`src/rtl/flut_pkg.sv`:
```
package flut_pkg;

    localparam int LUT_K   = 6;
    localparam int TABLE_W = 1 << LUT_K;
    localparam int HALF_W  = TABLE_W / 2;
    localparam int SUB_W   = HALF_W / 2;
    localparam int ADDR_W  = LUT_K;
    localparam int N_RD    = 4;

    // read-port slots
    localparam int RD_TOP_LO = 0;
    localparam int RD_TOP_HI = 1;
    localparam int RD_BOT_LO = 2;
    localparam int RD_BOT_HI = 3;

    typedef enum logic [1:0] {
        MODE_DUAL5 = 2'b00,
        MODE_LUT6  = 2'b01,
        MODE_ARITH = 2'b10,
        MODE_IDLE  = 2'b11
    } flut_mode_e;

    typedef struct packed {
        logic f1;
        logic f0;
        logic e1;
        logic e0;
        logic d;
        logic c;
        logic b;
        logic a;
    } flut_pins_t;

    typedef logic [ADDR_W-1:0] flut_addr_t;

    typedef struct packed {
        logic top;
        logic bot;
        logic cout;
    } flut_result_t;

    function automatic logic maj3(input logic x, input logic y, input logic z);
        return (x & y) | (x & z) | (y & z);
    endfunction

endpackage

```
`src/rtl/flut_pin_map.sv`:
```
module flut_pin_map
    import flut_pkg::*;
#(
    parameter int NRD = N_RD,
    parameter int AW  = ADDR_W
) (
    input  flut_mode_e               mode_i,
    input  flut_pins_t               pins_i,
    output logic [NRD-1:0][AW-1:0]   addr_o
);

    flut_pins_t s;

    always_comb begin
        s      = ~pins_i;
        addr_o = '0;
        unique case (mode_i)
            MODE_DUAL5: begin
                addr_o[RD_TOP_LO] = {1'b0, s.f0, s.e0, s.c, s.b, s.a};
                addr_o[RD_TOP_HI] = {1'b0, s.f0, s.e0, s.c, s.b, s.a};
                addr_o[RD_BOT_LO] = {1'b1, s.f1, s.e1, s.d, s.b, s.a};
                addr_o[RD_BOT_HI] = {1'b1, s.f1, s.e1, s.d, s.b, s.a};
            end
            MODE_LUT6: begin
                // C and D trade index positions across the bit-5 boundary
                if (s.e0)
                    addr_o[RD_TOP_LO] = {1'b1, s.f0, s.c, s.d, s.b, s.a};
                else
                    addr_o[RD_TOP_LO] = {1'b0, s.f0, s.d, s.c, s.b, s.a};
                addr_o[RD_TOP_HI] = addr_o[RD_TOP_LO];
                addr_o[RD_BOT_LO] = addr_o[RD_TOP_LO];
                addr_o[RD_BOT_HI] = addr_o[RD_TOP_LO];
            end
            MODE_ARITH: begin
                addr_o[RD_TOP_LO] = {2'b00, s.e0, s.c, s.b, s.a};
                addr_o[RD_TOP_HI] = {2'b01, s.f0, s.c, s.b, s.a};
                addr_o[RD_BOT_LO] = {2'b10, s.e1, s.d, s.b, s.a};
                addr_o[RD_BOT_HI] = {2'b11, s.f1, s.d, s.b, s.a};
            end
            default: addr_o = '0;
        endcase
    end

    // The two halves never read each other's table region.
    always_comb begin
        if (mode_i == MODE_DUAL5 || mode_i == MODE_ARITH) begin
            assert_half_split_R3: assert (!addr_o[RD_TOP_LO][AW-1] && addr_o[RD_BOT_LO][AW-1])
                else $error("top/bottom address regions overlap");
        end
    end

    // Shared pins land on index bits 0 and 1 for every active read.
    always_comb begin
        if (mode_i != MODE_IDLE) begin
            assert_shared_pins_R2: assert (addr_o[RD_TOP_LO][1:0] == addr_o[RD_BOT_HI][1:0])
                else $error("shared index bits differ between halves");
        end
    end

endmodule

```
`src/rtl/flut_table_read.sv`:
```
module flut_table_read
    import flut_pkg::*;
#(
    parameter int NRD = N_RD,
    parameter int AW  = ADDR_W,
    parameter int TW  = TABLE_W
) (
    input  logic [TW-1:0]           cfg_i,
    input  logic [NRD-1:0][AW-1:0]  addr_i,
    output logic [NRD-1:0]          bit_o
);

    genvar k;
    generate
        for (k = 0; k < NRD; k++) begin : g_rd
            // stored word is the complement of the truth table
            assign bit_o[k] = ~cfg_i[addr_i[k]];
        end
    endgenerate

endmodule

```
`src/rtl/flut_carry_half.sv`:
```
module flut_carry_half
    import flut_pkg::*;
(
    input  logic lo_i,
    input  logic hi_i,
    input  logic cin_i,
    output logic sum_o,
    output logic cout_o
);

    assign sum_o  = lo_i ^ hi_i ^ cin_i;
    assign cout_o = maj3(lo_i, hi_i, cin_i);

    // generate/kill when the operands agree, propagate otherwise
    always_comb begin
        if (lo_i == hi_i) begin
            assert_gen_kill_R8: assert (cout_o == lo_i && sum_o == cin_i)
                else $error("carry generate/kill wrong");
        end else begin
            assert_propagate_R8: assert (cout_o == cin_i && sum_o == !cin_i)
                else $error("carry propagate wrong");
        end
    end

endmodule

```
`src/rtl/flut_eval.sv`:
```
module flut_eval
    import flut_pkg::*;
#(
    parameter int TW  = TABLE_W,
    parameter int AW  = ADDR_W,
    parameter int NRD = N_RD
) (
    input  logic [TW-1:0] cfg_word,
    input  logic [1:0]    cfg_mode,
    input  logic          pin_a,
    input  logic          pin_b,
    input  logic          pin_c,
    input  logic          pin_d,
    input  logic          pin_e0,
    input  logic          pin_e1,
    input  logic          pin_f0,
    input  logic          pin_f1,
    input  logic          carry_in,
    output logic          out_top,
    output logic          out_bot,
    output logic          carry_out
);

    localparam int N_HALF = 2;

    flut_mode_e                 mode;
    flut_pins_t                 pins;
    logic [NRD-1:0][AW-1:0]     addr;
    logic [NRD-1:0]             rd_bit;
    logic [N_HALF:0]            chain;
    logic [N_HALF-1:0]          sum;
    flut_result_t               res;

    assign mode = flut_mode_e'(cfg_mode);
    assign pins = '{f1: pin_f1, f0: pin_f0, e1: pin_e1, e0: pin_e0,
                    d: pin_d, c: pin_c, b: pin_b, a: pin_a};

    flut_pin_map #(.NRD(NRD), .AW(AW)) u_map (
        .mode_i (mode),
        .pins_i (pins),
        .addr_o (addr)
    );

    flut_table_read #(.NRD(NRD), .AW(AW), .TW(TW)) u_read (
        .cfg_i  (cfg_word),
        .addr_i (addr),
        .bit_o  (rd_bit)
    );

    assign chain[0] = carry_in;

    genvar h;
    generate
        for (h = 0; h < N_HALF; h++) begin : g_half
            flut_carry_half u_fa (
                .lo_i   (rd_bit[2*h]),
                .hi_i   (rd_bit[2*h+1]),
                .cin_i  (chain[h]),
                .sum_o  (sum[h]),
                .cout_o (chain[h+1])
            );
        end
    endgenerate

    always_comb begin
        res = '0;
        unique case (mode)
            MODE_DUAL5: begin
                res.top = rd_bit[RD_TOP_LO];
                res.bot = rd_bit[RD_BOT_LO];
            end
            MODE_LUT6:  res.top = rd_bit[RD_TOP_LO];
            MODE_ARITH: begin
                res.top  = sum[0];
                res.bot  = sum[1];
                res.cout = chain[N_HALF];
            end
            default: res = '0;
        endcase
    end

    assign out_top   = res.top;
    assign out_bot   = res.bot;
    assign carry_out = res.cout;

    always_comb begin
        if (mode == MODE_LUT6) begin
            assert_lut6_bot_quiet_R6: assert (!out_bot && !carry_out)
                else $error("bottom half active in 6-input mode");
        end
        if (mode == MODE_IDLE) begin
            assert_idle_quiet_R9: assert (!out_top && !out_bot && !carry_out)
                else $error("outputs active in idle mode");
        end
        if (mode == MODE_DUAL5) begin
            assert_dual5_no_carry_R9: assert (!carry_out)
                else $error("carry_out active in dual mode");
        end
    end

endmodule

```
`config.mk`:
```
export PLATFORM = sky130hd
export DESIGN_NAME = flut_eval
export DESIGN_NICKNAME = d
export VERILOG_FILES = /design/src/rtl/flut_pkg.sv /design/src/rtl/flut_pin_map.sv /design/src/rtl/flut_table_read.sv /design/src/rtl/flut_carry_half.sv /design/src/rtl/flut_eval.sv
export SDC_FILE = /design/constraint.sdc
export NUM_CORES = 1
export LEC_CHECK = 0
export ABC_CLOCK_PERIOD_IN_PS = 8800
export BUFFER_PORTS_ARGS = -buffer_cell sky130_fd_sc_hd__buf_2
export CORE_MARGIN = 3
export CORE_UTILIZATION = 40
export DETAILED_ROUTE_END_ITERATION = 6
export PLACE_DENSITY = 0.76
export SLEW_MARGIN = 20
export SYNTH_ARGS = -nofsm -noshare
export SYNTH_HDL_FRONTEND = slang
export SYNTH_SLANG_ARGS = --single-unit
```
`constraint.sdc`:
```
create_clock -name vclk -period 8.8
set_input_delay 0.88 -clock vclk [all_inputs]
set_output_delay 0.88 -clock vclk [all_outputs]
set_load 0.01 [all_outputs]
```
==> impl_table.tex, run 1 <==
\begin{tabular}{lr}
\hline
Metric & Value \\
\hline
\multicolumn{2}{l}{\textbf{Run status}} \\
\quad Outcome & completed \\
\multicolumn{2}{l}{\textbf{Die}} \\
\quad Core area & 3203 um2 \\
\quad Die extent in x & about 65 um \\
\quad Die area & 4284 um2 \\
\quad Effective utilization at floorplan & 0.4414 \\
\quad Number of ports placed on the die boundary & 78 \\
\quad Site row count & 20 \\
\quad Vertical die dimension & 65.45 um \\
\multicolumn{2}{l}{\textbf{Setup path}} \\
\quad Arrival time worst endpoint & 4350 ps \\
\quad Required time reported for the critical path endpoint & 7920 ps \\
\quad Critical path peak fanout & 24 \\
\quad Kind of end point of the critical path & primary output \\
\quad Path type of the worst setup path & input port to primary output \\
\quad Worst setup SP type & input port \\
\multicolumn{2}{l}{\textbf{Min path}} \\
\quad Worst Hold Class & input port to primary output \\
\multicolumn{2}{l}{\textbf{Detailed routing}} \\
\quad Via count & 1,740 \\
\quad WL per Instance & $\sim$16 um \\
\quad Iter 0 DRT Violations & 97 \\
\quad Drt first pass iters & 7 \\
\quad Detailed-route vias per instance & 6.084 \\
\quad Remaining DRCs & 0 \\
\quad Sum of routed wire length over all layers & 4.507 mm \\
\quad Final ANT Viol Nets & 0 \\
\multicolumn{2}{l}{\textbf{Clocking}} \\
\quad \# Post-CTS Setup Buffers & 0 \\
\quad CTS-repair resized insts & 0 \\
\quad Hold buffers post-CTS & 0 \\
\multicolumn{2}{l}{\textbf{Cells and area}} \\
\quad Ratio of cells with drive above 1 in the final layout & 0.4215 \\
\quad Final instance area & 1765 um2 \\
\quad FF+latch area & 0 um2 \\
\quad Number of sequential storage elements & 0 \\
\quad Top library cells by usage in the layout, fill and taps aside & 78 x sky130\_fd\_sc\_hd\_\_buf\_2, 25 x sky130\_fd\_sc\_hd\_\_o22ai\_1, 24 x sky130\_fd\_sc\_hd\_\_mux2i\_1 \\
\quad Number of nets in the layout & 321 \\
\quad Most common cell after layout, fill and taps aside & sky130\_fd\_sc\_hd\_\_buf\_2 \\
\quad Layout overhead on the synthesized area & 24.87\% \\
\quad Number of inserted filler cells in the final layout & $\sim$320 \\
\quad Final-layout clock buffer total & 0 \\
\quad Count of inserted antenna diode cells & 0 \\
\quad Final Non-Filler Cells & 286 \\
\multicolumn{2}{l}{\textbf{Global route}} \\
\quad Wire length of the first global-routing pass & 7.286 mm \\
\quad Vias in the first global route & roughly 1.6k \\
\quad Gr ovfl total & 0 \\
\quad Overall fraction of global-route tracks in use & 0.2071 \\
\quad Number of antenna violations at the first check in global routing & 0 \\
\quad Largest net degree at the start of global routing & 25 \\
\multicolumn{2}{l}{\textbf{Timing}} \\
\quad Max-Slew Margin vs Limit & 0.6353 \\
\quad Count of final max-slew check failures & 0 \\
\quad Crit path time final & 5228 ps \\
\quad Final-report setup violation count & 0 \\
\quad Fin. Hold Viols & 0 \\
\quad Actual transition at the worst max-transition pin & 545.7 ps \\
\quad RSZ-0062 raised after global routing & false \\
\quad Worst setup slack after layout & 3572 ps \\
\quad Setup TNS & 0 ps \\
\quad Maximum operating frequency & approximately 190 MHz \\
\quad Share of the clock period used by the worst path after layout & 0.5941 \\
\multicolumn{2}{l}{\textbf{Synth}} \\
\quad Synth Warn \# & 0 \\
\quad Synth top area share & 0.1699 \\
\quad Share of the yosys chip area belonging to registers & 0 \\
\quad Cell area after technology mapping & roughly 1400 um2 \\
\quad Post-Synthesis Net Count & 254 \\
\quad Largest cells by area after synthesis & sky130\_fd\_sc\_hd\_\_mux2i\_1 17\%, sky130\_fd\_sc\_hd\_\_o22ai\_1 11\%, sky130\_fd\_sc\_hd\_\_a221o\_1 7.1\% \\
\quad Number of instances in the synthesized netlist & 177 \\
\quad Mean cell area of the mapped netlist & 7.988 um2 \\
\quad Library cells used by synthesis & 53 \\
\quad Cell type contributing the most total cell area after synthesis & sky130\_fd\_sc\_hd\_\_mux2i\_1 \\
\multicolumn{2}{l}{\textbf{Placement}} \\
\quad Final estimated routing congestion in global placement & 0.8948 \\
\quad Count of buffers from port buffering & 78 \\
\quad Inst Count DP & 286 \\
\quad DP Worst Slack & 3594 ps \\
\quad Dpl hpwl & 3.670 mm \\
\quad Cell Area, Placed & 1765 um2 \\
\multicolumn{2}{l}{\textbf{Pwr}} \\
\quad Max IR drop VDD & 0.03171 mV \\
\quad Post-layout power & 116.1 uW \\
\quad Total leakage power & 0.0008586 uW \\
\quad Pwr per Cell Area & 65.74 nW/um2 \\
\multicolumn{2}{l}{\textbf{Job}} \\
\quad Maximum capacitance violations & 0 \\
\hline
\end{tabular}
==> critical path: stages <==
cell                      delay [ps]
sky130_fd_sc_hd__buf_2           380
sky130_fd_sc_hd__a21o_2          380
sky130_fd_sc_hd__o22ai_1         140
sky130_fd_sc_hd__a221o_1         330
sky130_fd_sc_hd__mux4_2          470
sky130_fd_sc_hd__and3_4          200
sky130_fd_sc_hd__a31oi_4         150
sky130_fd_sc_hd__nand2_1          90
sky130_fd_sc_hd__fa_1            400
sky130_fd_sc_hd__inv_1            80
sky130_fd_sc_hd__fa_1            400
sky130_fd_sc_hd__a21o_1          180
sky130_fd_sc_hd__a21oi_1         110
sky130_fd_sc_hd__buf_2           140
==> final cells by class <==
cell class,count,area [um2],area share
Multi-Input combinational cell,158,1297,0.7349
Timing Repair Buffer,78,390.4,0.2211
Tap cell,44,55.05,0.03118
Inverter,6,22.52,0.01276
==> power breakdown <==
group / total [uW] / switching, uW / internal (uW)
clock: 0 / 0 / 0
combinational: 116 / 59.6 / 56.5
sequential: 0 / 0 / 0
total: 116 / 59.6 / 56.5
==> cell usage after synthesis (2+ instances only) <==
cell and number:
sky130_fd_sc_hd__o21ai_1 2, sky130_fd_sc_hd__or2_2 2, sky130_fd_sc_hd__buf_6 5, sky130_fd_sc_hd__nor2_2 2, sky130_fd_sc_hd__a21o_1 6, sky130_fd_sc_hd__fa_1 2
sky130_fd_sc_hd__nor2b_1 2, sky130_fd_sc_hd__a21oi_1 10, sky130_fd_sc_hd__nand2b_1 2, sky130_fd_sc_hd__clkbuf_1 4, sky130_fd_sc_hd__nor2_1 17, sky130_fd_sc_hd__mux4_2 2
sky130_fd_sc_hd__o221ai_1 5, sky130_fd_sc_hd__o22ai_1 25, sky130_fd_sc_hd__o21ai_0 2, sky130_fd_sc_hd__a21o_2 2, sky130_fd_sc_hd__mux2i_1 24, sky130_fd_sc_hd__nand2_1 6
sky130_fd_sc_hd__mux2_2 4, sky130_fd_sc_hd__a221o_1 10, sky130_fd_sc_hd__inv_1 5, sky130_fd_sc_hd__buf_2 2, sky130_fd_sc_hd__o21a_1 2, sky130_fd_sc_hd__mux2_1 5
==> final timing paths <==
| kind | from | end | slack [ps] | cells after the start |
|---|---|---|---|---|
| setup / recovery | cfg_mode[1] | out_bot | 3570 | 14 |
| hold / removal | carry_in | out_top | 2290 | 5 |
==> logic make-up after synthesis <==
kind of cell	Yosys count	synth area share
AOI/OAI and AO/OA	77	0.4221
and+or+nand+nor	43	0.1752
muxes	36	0.2920
buffers and inverters	19	0.08229
adders and majority gates	2	0.02832
==> routing by layer <==
metal,share of wire,track usage,vias to the layer above
met4,0.0080,0.01554,0
met3,0.079,0.03077,4
met1,0.44,0.2733,802
met2,0.48,0.3692,81
met5,0,0,-
li1,-,-,853
==> stage by stage <==
stage,hold slack [ps],utilization
2_1_floorplan,2108,-
5_1_grt,2350,0.5512
4_1_cts,2298,0.5512
6_report,2292,0.5512
3_3_place_gp,2299,0.5512
3_5_place_dp,2298,0.5512
Note: power is estimated with default switching activity, not from simulation.
==> inputs of run 2 (changes only) <==
ABC_AREA = 1   (was default)
ABC_CLOCK_PERIOD_IN_PS = 4700   (was 8800)
PLACE_DENSITY = 0.78   (was 0.76)
clock period = 4.7 ns   (was 8.8 ns; I/O delays follow)
==> impl_table.tex, run 2 <==
\begin{tabular}{lr}
\hline
Metric & Value \\
\hline
\multicolumn{2}{l}{\textbf{Detailed routing}} \\
\quad Drt first pass iters & 7 \\
\quad Via count & 2,222 \\
\quad Final ANT Viol Nets & 0 \\
\quad WL per Instance & approximately 11 um \\
\quad Sum of routed wire length over all layers & slightly below 5 mm \\
\quad Iter 0 DRT Violations & 169 \\
\quad Detailed-route vias per instance & between 5 and 6 \\
\quad Remaining DRCs & 0 \\
\multicolumn{2}{l}{\textbf{Global route}} \\
\quad Overall fraction of global-route tracks in use & 0.2223 \\
\quad Number of antenna violations at the first check in global routing & 0 \\
\quad Gr ovfl total & 0 \\
\quad Wire length of the first global-routing pass & 8.252 mm \\
\quad Largest net degree at the start of global routing & 36 \\
\quad Vias in the first global route & 1,968 \\
\multicolumn{2}{l}{\textbf{Placement}} \\
\quad Final estimated routing congestion in global placement & 0.9700 \\
\quad Cell Area, Placed & 1894 um2 \\
\quad Count of buffers from port buffering & 78 \\
\quad Inst Count DP & around 440 \\
\quad Dpl hpwl & about 4.2 mm \\
\multicolumn{2}{l}{\textbf{Cells and area}} \\
\quad Number of nets in the layout & 470 \\
\quad FF+latch area & 0 um2 \\
\quad Number of inserted filler cells in the final layout & 371 \\
\quad Top library cells by usage in the layout, fill and taps aside & 107 x sky130\_fd\_sc\_hd\_\_nand2\_1, 104 x sky130\_fd\_sc\_hd\_\_nand3\_1, 78 x sky130\_fd\_sc\_hd\_\_buf\_2 \\
\quad Final instance area & 1894 um2 \\
\quad Count of inserted antenna diode cells & 0 \\
\quad Ratio of cells with drive above 1 in the final layout & 0.2532 \\
\quad Final Non-Filler Cells & 437 \\
\quad Combined area of the multi-input logic cells & around 1200 um2 \\
\quad Final-layout clock buffer total & 0 \\
\quad Number of sequential storage elements & 0 \\
\quad Most common cell after layout, fill and taps aside & sky130\_fd\_sc\_hd\_\_nand2\_1 \\
\quad Layout overhead on the synthesized area & 25.12\% \\
\quad Post-Route Utilization & 0.5421 \\
\multicolumn{2}{l}{\textbf{Clocking}} \\
\quad Hold buffers post-CTS & 0 \\
\quad \# Post-CTS Setup Buffers & 0 \\
\quad CTS-repair resized insts & 0 \\
\multicolumn{2}{l}{\textbf{Synth}} \\
\quad Synth Warn \# & 0 \\
\quad Synth cell count leaders & 107 x sky130\_fd\_sc\_hd\_\_nand2\_1, 104 x sky130\_fd\_sc\_hd\_\_nand3\_1, 46 x sky130\_fd\_sc\_hd\_\_inv\_1, 11 x sky130\_fd\_sc\_hd\_\_nor2\_1, 10 x sky130\_fd\_sc\_hd\_\_nand3b\_1 \\
\quad Share of the yosys chip area belonging to registers & 0 \\
\quad Library cells used by synthesis & 22 \\
\quad Cell area after technology mapping & 1514 um2 \\
\quad Largest cells by area after synthesis & sky130\_fd\_sc\_hd\_\_nand3\_1 34\%, sky130\_fd\_sc\_hd\_\_nand2\_1 27\%, sky130\_fd\_sc\_hd\_\_inv\_1 11\% \\
\quad Mean cell area of the mapped netlist & 4.673 um2 \\
\quad Post-Synthesis Net Count & about 400 \\
\quad Synth top area share & 0.3438 \\
\quad Number of instances in the synthesized netlist & 324 \\
\quad Cell type contributing the most total cell area after synthesis & sky130\_fd\_sc\_hd\_\_nand3\_1 \\
\quad Library cell with the highest instance count after synthesis & sky130\_fd\_sc\_hd\_\_nand2\_1 \\
\multicolumn{2}{l}{\textbf{Timing}} \\
\quad Final-report setup violation count & 0 \\
\quad RSZ-0062 raised after global routing & false \\
\quad Maximum operating frequency & 257.6 MHz \\
\quad Crit path time final & between 3000 and 4000 ps \\
\quad Count of final max-slew check failures & 0 \\
\quad Share of the clock period used by the worst path after layout & 0.8259 \\
\quad Max-Slew Margin vs Limit & 0.7495 \\
\quad Actual transition at the worst max-transition pin & 374.4 ps \\
\quad Fin. Hold Viols & 0 \\
\quad Setup TNS & 0 ps \\
\multicolumn{2}{l}{\textbf{Die}} \\
\quad Number of ports placed on the die boundary & slightly below 80 \\
\quad Effective utilization at floorplan & 0.4332 \\
\quad Die area & $\sim$4600 um2 \\
\quad Core area & 3495 um2 \\
\quad Vertical die dimension & just under 70 um \\
\quad Site row count & 21 \\
\quad Die extent in x & 67.52 um \\
\multicolumn{2}{l}{\textbf{Min path}} \\
\quad Count of cells along the worst hold path & 4 \\
\quad Worst Hold Launch & cfg\_mode[1] \\
\quad Capture endpoint of the worst hold path & carry\_out \\
\quad Worst Hold Class & input port to primary output \\
\multicolumn{2}{l}{\textbf{Pwr}} \\
\quad Pwr per Cell Area & 113.5 nW/um2 \\
\quad Max IR drop VDD & 0.05314 mV \\
\quad Total leakage power & $\sim$0.0012 uW \\
\quad Post-layout power & between 200 and 250 uW \\
\multicolumn{2}{l}{\textbf{Setup path}} \\
\quad Required time reported for the critical path endpoint & 4230 ps \\
\quad Kind of end point of the critical path & primary output \\
\quad Critical path peak fanout & 35 \\
\quad Arrival time worst endpoint & 3410 ps \\
\quad Startpoint of the worst setup timing path & cfg\_mode[1] \\
\quad Path type of the worst setup path & input port to primary output \\
\quad Worst setup SP type & input port \\
\multicolumn{2}{l}{\textbf{Run status}} \\
\quad Outcome & completed \\
\multicolumn{2}{l}{\textbf{Job}} \\
\quad Maximum capacitance violations & 0 \\
\hline
\end{tabular}
-- run 2: worst max-delay path: stages --
cell,delay [ps]
sky130_fd_sc_hd__buf_2,150
sky130_fd_sc_hd__nand2_4,300
sky130_fd_sc_hd__nand2_4,210
sky130_fd_sc_hd__inv_2,270
sky130_fd_sc_hd__nand3_1,150
sky130_fd_sc_hd__nand3_1,110
sky130_fd_sc_hd__nand3_1,90
sky130_fd_sc_hd__nand2_1,80
sky130_fd_sc_hd__nand2_1,50
sky130_fd_sc_hd__nand3_1,100
sky130_fd_sc_hd__o21ai_1,100
sky130_fd_sc_hd__fa_1,390
sky130_fd_sc_hd__inv_1,70
sky130_fd_sc_hd__fa_1,390
sky130_fd_sc_hd__or2_2,300
sky130_fd_sc_hd__nand2_1,60
sky130_fd_sc_hd__buf_2,120
-- run 2: final cells by class --
class | count | share of cell area
timing repair buffer | 79 | 0.2100
inverter | 54 | 0.1070
multi-input combinational | 258 | 0.6526
tap | 46 | 0.03038
-- run 2: cells by family after synthesis --
family,after synthesis,synth area share
buf+inv,66,0.1835
compound gates,8,0.02810
simple gates,248,0.7620
fa+ha+maj,2,0.02645
-- run 2: worst max-delay path by stage --
| stage | to | slack, ps | cells past startpoint |
|---|---|---|---|
| after detailed placement | out_bot | 820 | 17 |
| after floorplan | out_bot | 1420 | 17 |
| final | out_bot | 820 | 17 |
| after global placement | out_bot | 900 | 17 |
| after CTS | out_bot | 810 | 17 |
| after global routing | out_bot | 530 | 17 |
-- run 2: routing by layer --
layer	wire length, um	track usage
met4	22	0.002532
met3	345	0.003328
met5	0	0
met1	2241	0.3113
met2	2313	0.3998
-- run 2: metrics by stage --
step	hold slack, ps	worst slack, ps
after detailed placement	1403	824.9
after floorplan	1108	1416
after CTS	1406	812.1
final	1405	818.4
after global routing	1448	527.1
after global placement	1403	895.8
-- run 2: power by group --
group | total [uW] | switching (uW) | internal (uW)
combinational | 215 | 129 | 85.6
sequential | 0 | 0 | 0
clock | 0 | 0 | 0
==> inputs of run 3 (changes only) <==
ABC_CLOCK_PERIOD_IN_PS = 3200   (was 4700)
clock period = 3.2 ns   (was 4.7 ns; I/O delays follow)
==> impl_table.tex, run 3 (synthesis gave the netlist of run 2 again) <==
\begin{tabular}{lr}
\hline
Metric & Value \\
\hline
\multicolumn{2}{l}{\textbf{Cells and area}} \\
\quad Number of nets in the layout & $\sim$500 \\
\quad Number of sequential storage elements & 0 \\
\quad Ratio of cells with drive above 1 in the final layout & 0.3810 \\
\quad Layout overhead on the synthesized area & 63.80\% \\
\quad Final-layout clock buffer total & 0 \\
\quad Top library cells by usage in the layout, fill and taps aside & 101 x sky130\_fd\_sc\_hd\_\_nand2\_1, 85 x sky130\_fd\_sc\_hd\_\_nand3\_1, 75 x sky130\_fd\_sc\_hd\_\_buf\_2 \\
\quad Most common cell after layout, fill and taps aside & sky130\_fd\_sc\_hd\_\_nand2\_1 \\
\quad FF+latch area & 0 um2 \\
\quad Count of inserted antenna diode cells & 0 \\
\multicolumn{2}{l}{\textbf{Die}} \\
\quad Die area & 4559 um2 \\
\quad Number of ports placed on the die boundary & 78 \\
\quad Effective utilization at floorplan & 0.4332 \\
\quad Die extent in x & $\sim$68 um \\
\quad Vertical die dimension & 67.52 um \\
\quad Core area & $\sim$3500 um2 \\
\quad Site row count & 21 \\
\multicolumn{2}{l}{\textbf{Job}} \\
\quad Maximum capacitance violations & 0 \\
\multicolumn{2}{l}{\textbf{Setup path}} \\
\quad Required time reported for the critical path endpoint & 2880 ps \\
\quad Critical path peak fanout & 7 \\
\quad Kind of end point of the critical path & primary output \\
\quad Path type of the worst setup path & input port to primary output \\
\quad Arrival time worst endpoint & 2760 ps \\
\quad Worst setup SP type & input port \\
\multicolumn{2}{l}{\textbf{Pwr}} \\
\quad Pwr per Cell Area & 174.6 nW/um2 \\
\quad Max IR drop VDD & 0.09454 mV \\
\quad Total leakage power & about 0.0015 uW \\
\multicolumn{2}{l}{\textbf{Timing}} \\
\quad Crit path time final & 3077 ps \\
\quad RSZ-0062 raised after global routing & false \\
\quad Count of final max-slew check failures & 0 \\
\quad Share of the clock period used by the worst path after layout & 0.9616 \\
\quad Actual transition at the worst max-transition pin & 378.1 ps \\
\quad Maximum operating frequency & 325.0 MHz \\
\quad Fin. Hold Viols & 0 \\
\quad Worst setup slack after layout & between 100 and 150 ps \\
\quad Setup TNS & 0 ps \\
\quad Max-Slew Margin vs Limit & 0.7453 \\
\quad Final-report setup violation count & 0 \\
\multicolumn{2}{l}{\textbf{Clocking}} \\
\quad Hold buffers post-CTS & 0 \\
\multicolumn{2}{l}{\textbf{Run status}} \\
\quad Outcome & completed \\
\multicolumn{2}{l}{\textbf{Detailed routing}} \\
\quad Iter 0 DRT Violations & 228 \\
\quad Drt first pass iters & 5 \\
\quad Detailed-route vias per instance & 5.354 \\
\quad Sum of routed wire length over all layers & 6.387 mm \\
\quad WL per Instance & approximately 14 um \\
\quad Remaining DRCs & 0 \\
\quad Final ANT Viol Nets & 0 \\
\quad Via count & 2,495 \\
\multicolumn{2}{l}{\textbf{Global route}} \\
\quad Largest net degree at the start of global routing & 29 \\
\quad Gr ovfl total & 0 \\
\quad Overall fraction of global-route tracks in use & 0.2281 \\
\quad Number of antenna violations at the first check in global routing & 0 \\
\quad Wire length of the first global-routing pass & 8.349 mm \\
\quad Vias in the first global route & between 2k and 2.5k \\
\multicolumn{2}{l}{\textbf{Placement}} \\
\quad Final estimated routing congestion in global placement & 0.9624 \\
\quad DP Worst Slack & -36.99 ps \\
\quad Count of buffers from port buffering & just under 80 \\
\quad Dpl hpwl & between 4 and 5 mm \\
\multicolumn{2}{l}{\textbf{Min path}} \\
\quad Worst Hold Class & input port to primary output \\
\hline
\end{tabular}
==> run 3: final cells by class <==
type | instances | area, um2
Multi-Input combinational cell | 260 | 1430
Fill cell | 309 | 1015
Timing Repair Buffer | 106 | 767.0
Inverter | 54 | 225.2
Tap cell | 46 | 57.56
==> run 3: per-layer routing <==
metal,track usage,up-vias,part of all wire
li1,-,1241,-
met1,0.3034,1102,0.41
met2,0.4131,132,0.49
met3,0.01331,20,0.081
met4,0.02278,0,0.019
met5,0,-,0
==> run 3: power by group <==
group          leakage, uW  total (uW)  internal, uW  switching (uW)
clock                    0           0             0               0
combinational      0.00148         433           192             242
sequential               0           0             0               0
==> run 3: final timing paths <==
path                    end   startpoint  cells past startpoint  slack, ps
hold / removal    carry_out  cfg_mode[1]                      4       1080
setup / recovery    out_bot  cfg_mode[1]                     19        120
==> run 3: through the flow <==
stage / instance area (um2) / total power [uW] / cells / util / hold slack (ps)
after floorplan: 1514 / 221.4 / 324 / - / 808.3
after global placement: 2059 / 338.4 / 454 / 0.5893 / 1122
after detailed placement: 2059 / 342.4 / 454 / 0.5893 / 1109
after CTS: 2090 / 348.8 / 454 / 0.5979 / 1115
after global routing: 2480 / 474.0 / 466 / 0.7096 / 1108
final: 2480 / 433.0 / 466 / 0.7096 / 1082
==> run 3: worst max-delay path, cell delays in order <==
cell and delay, ps:
sky130_fd_sc_hd__buf_12 110, sky130_fd_sc_hd__nand2_8 120, sky130_fd_sc_hd__clkbuf_16 190, sky130_fd_sc_hd__nand3b_1 70, sky130_fd_sc_hd__nand2_1 70, sky130_fd_sc_hd__nand2_2 70, sky130_fd_sc_hd__nand2_1 70, sky130_fd_sc_hd__nand2_1 60
sky130_fd_sc_hd__nand3_1 80, sky130_fd_sc_hd__nand2_1 80, sky130_fd_sc_hd__nand2_1 70, sky130_fd_sc_hd__nand3_2 100, sky130_fd_sc_hd__nand2_2 70, sky130_fd_sc_hd__fa_2 350, sky130_fd_sc_hd__inv_2 60, sky130_fd_sc_hd__fa_1 420
sky130_fd_sc_hd__or2_4 260, sky130_fd_sc_hd__nand2_2 60, sky130_fd_sc_hd__buf_2 120
==> run 3: repair_timing <==
| item | CTS | global route |
|---|---|---|
| endpoints found under the setup margin | 1 | 1 |
| resized for setup | 6 | 58 |
| pin swaps | 1 | 17 |
| gates cloned | 0 | 8 |
| setup buffers | 0 | 4 |
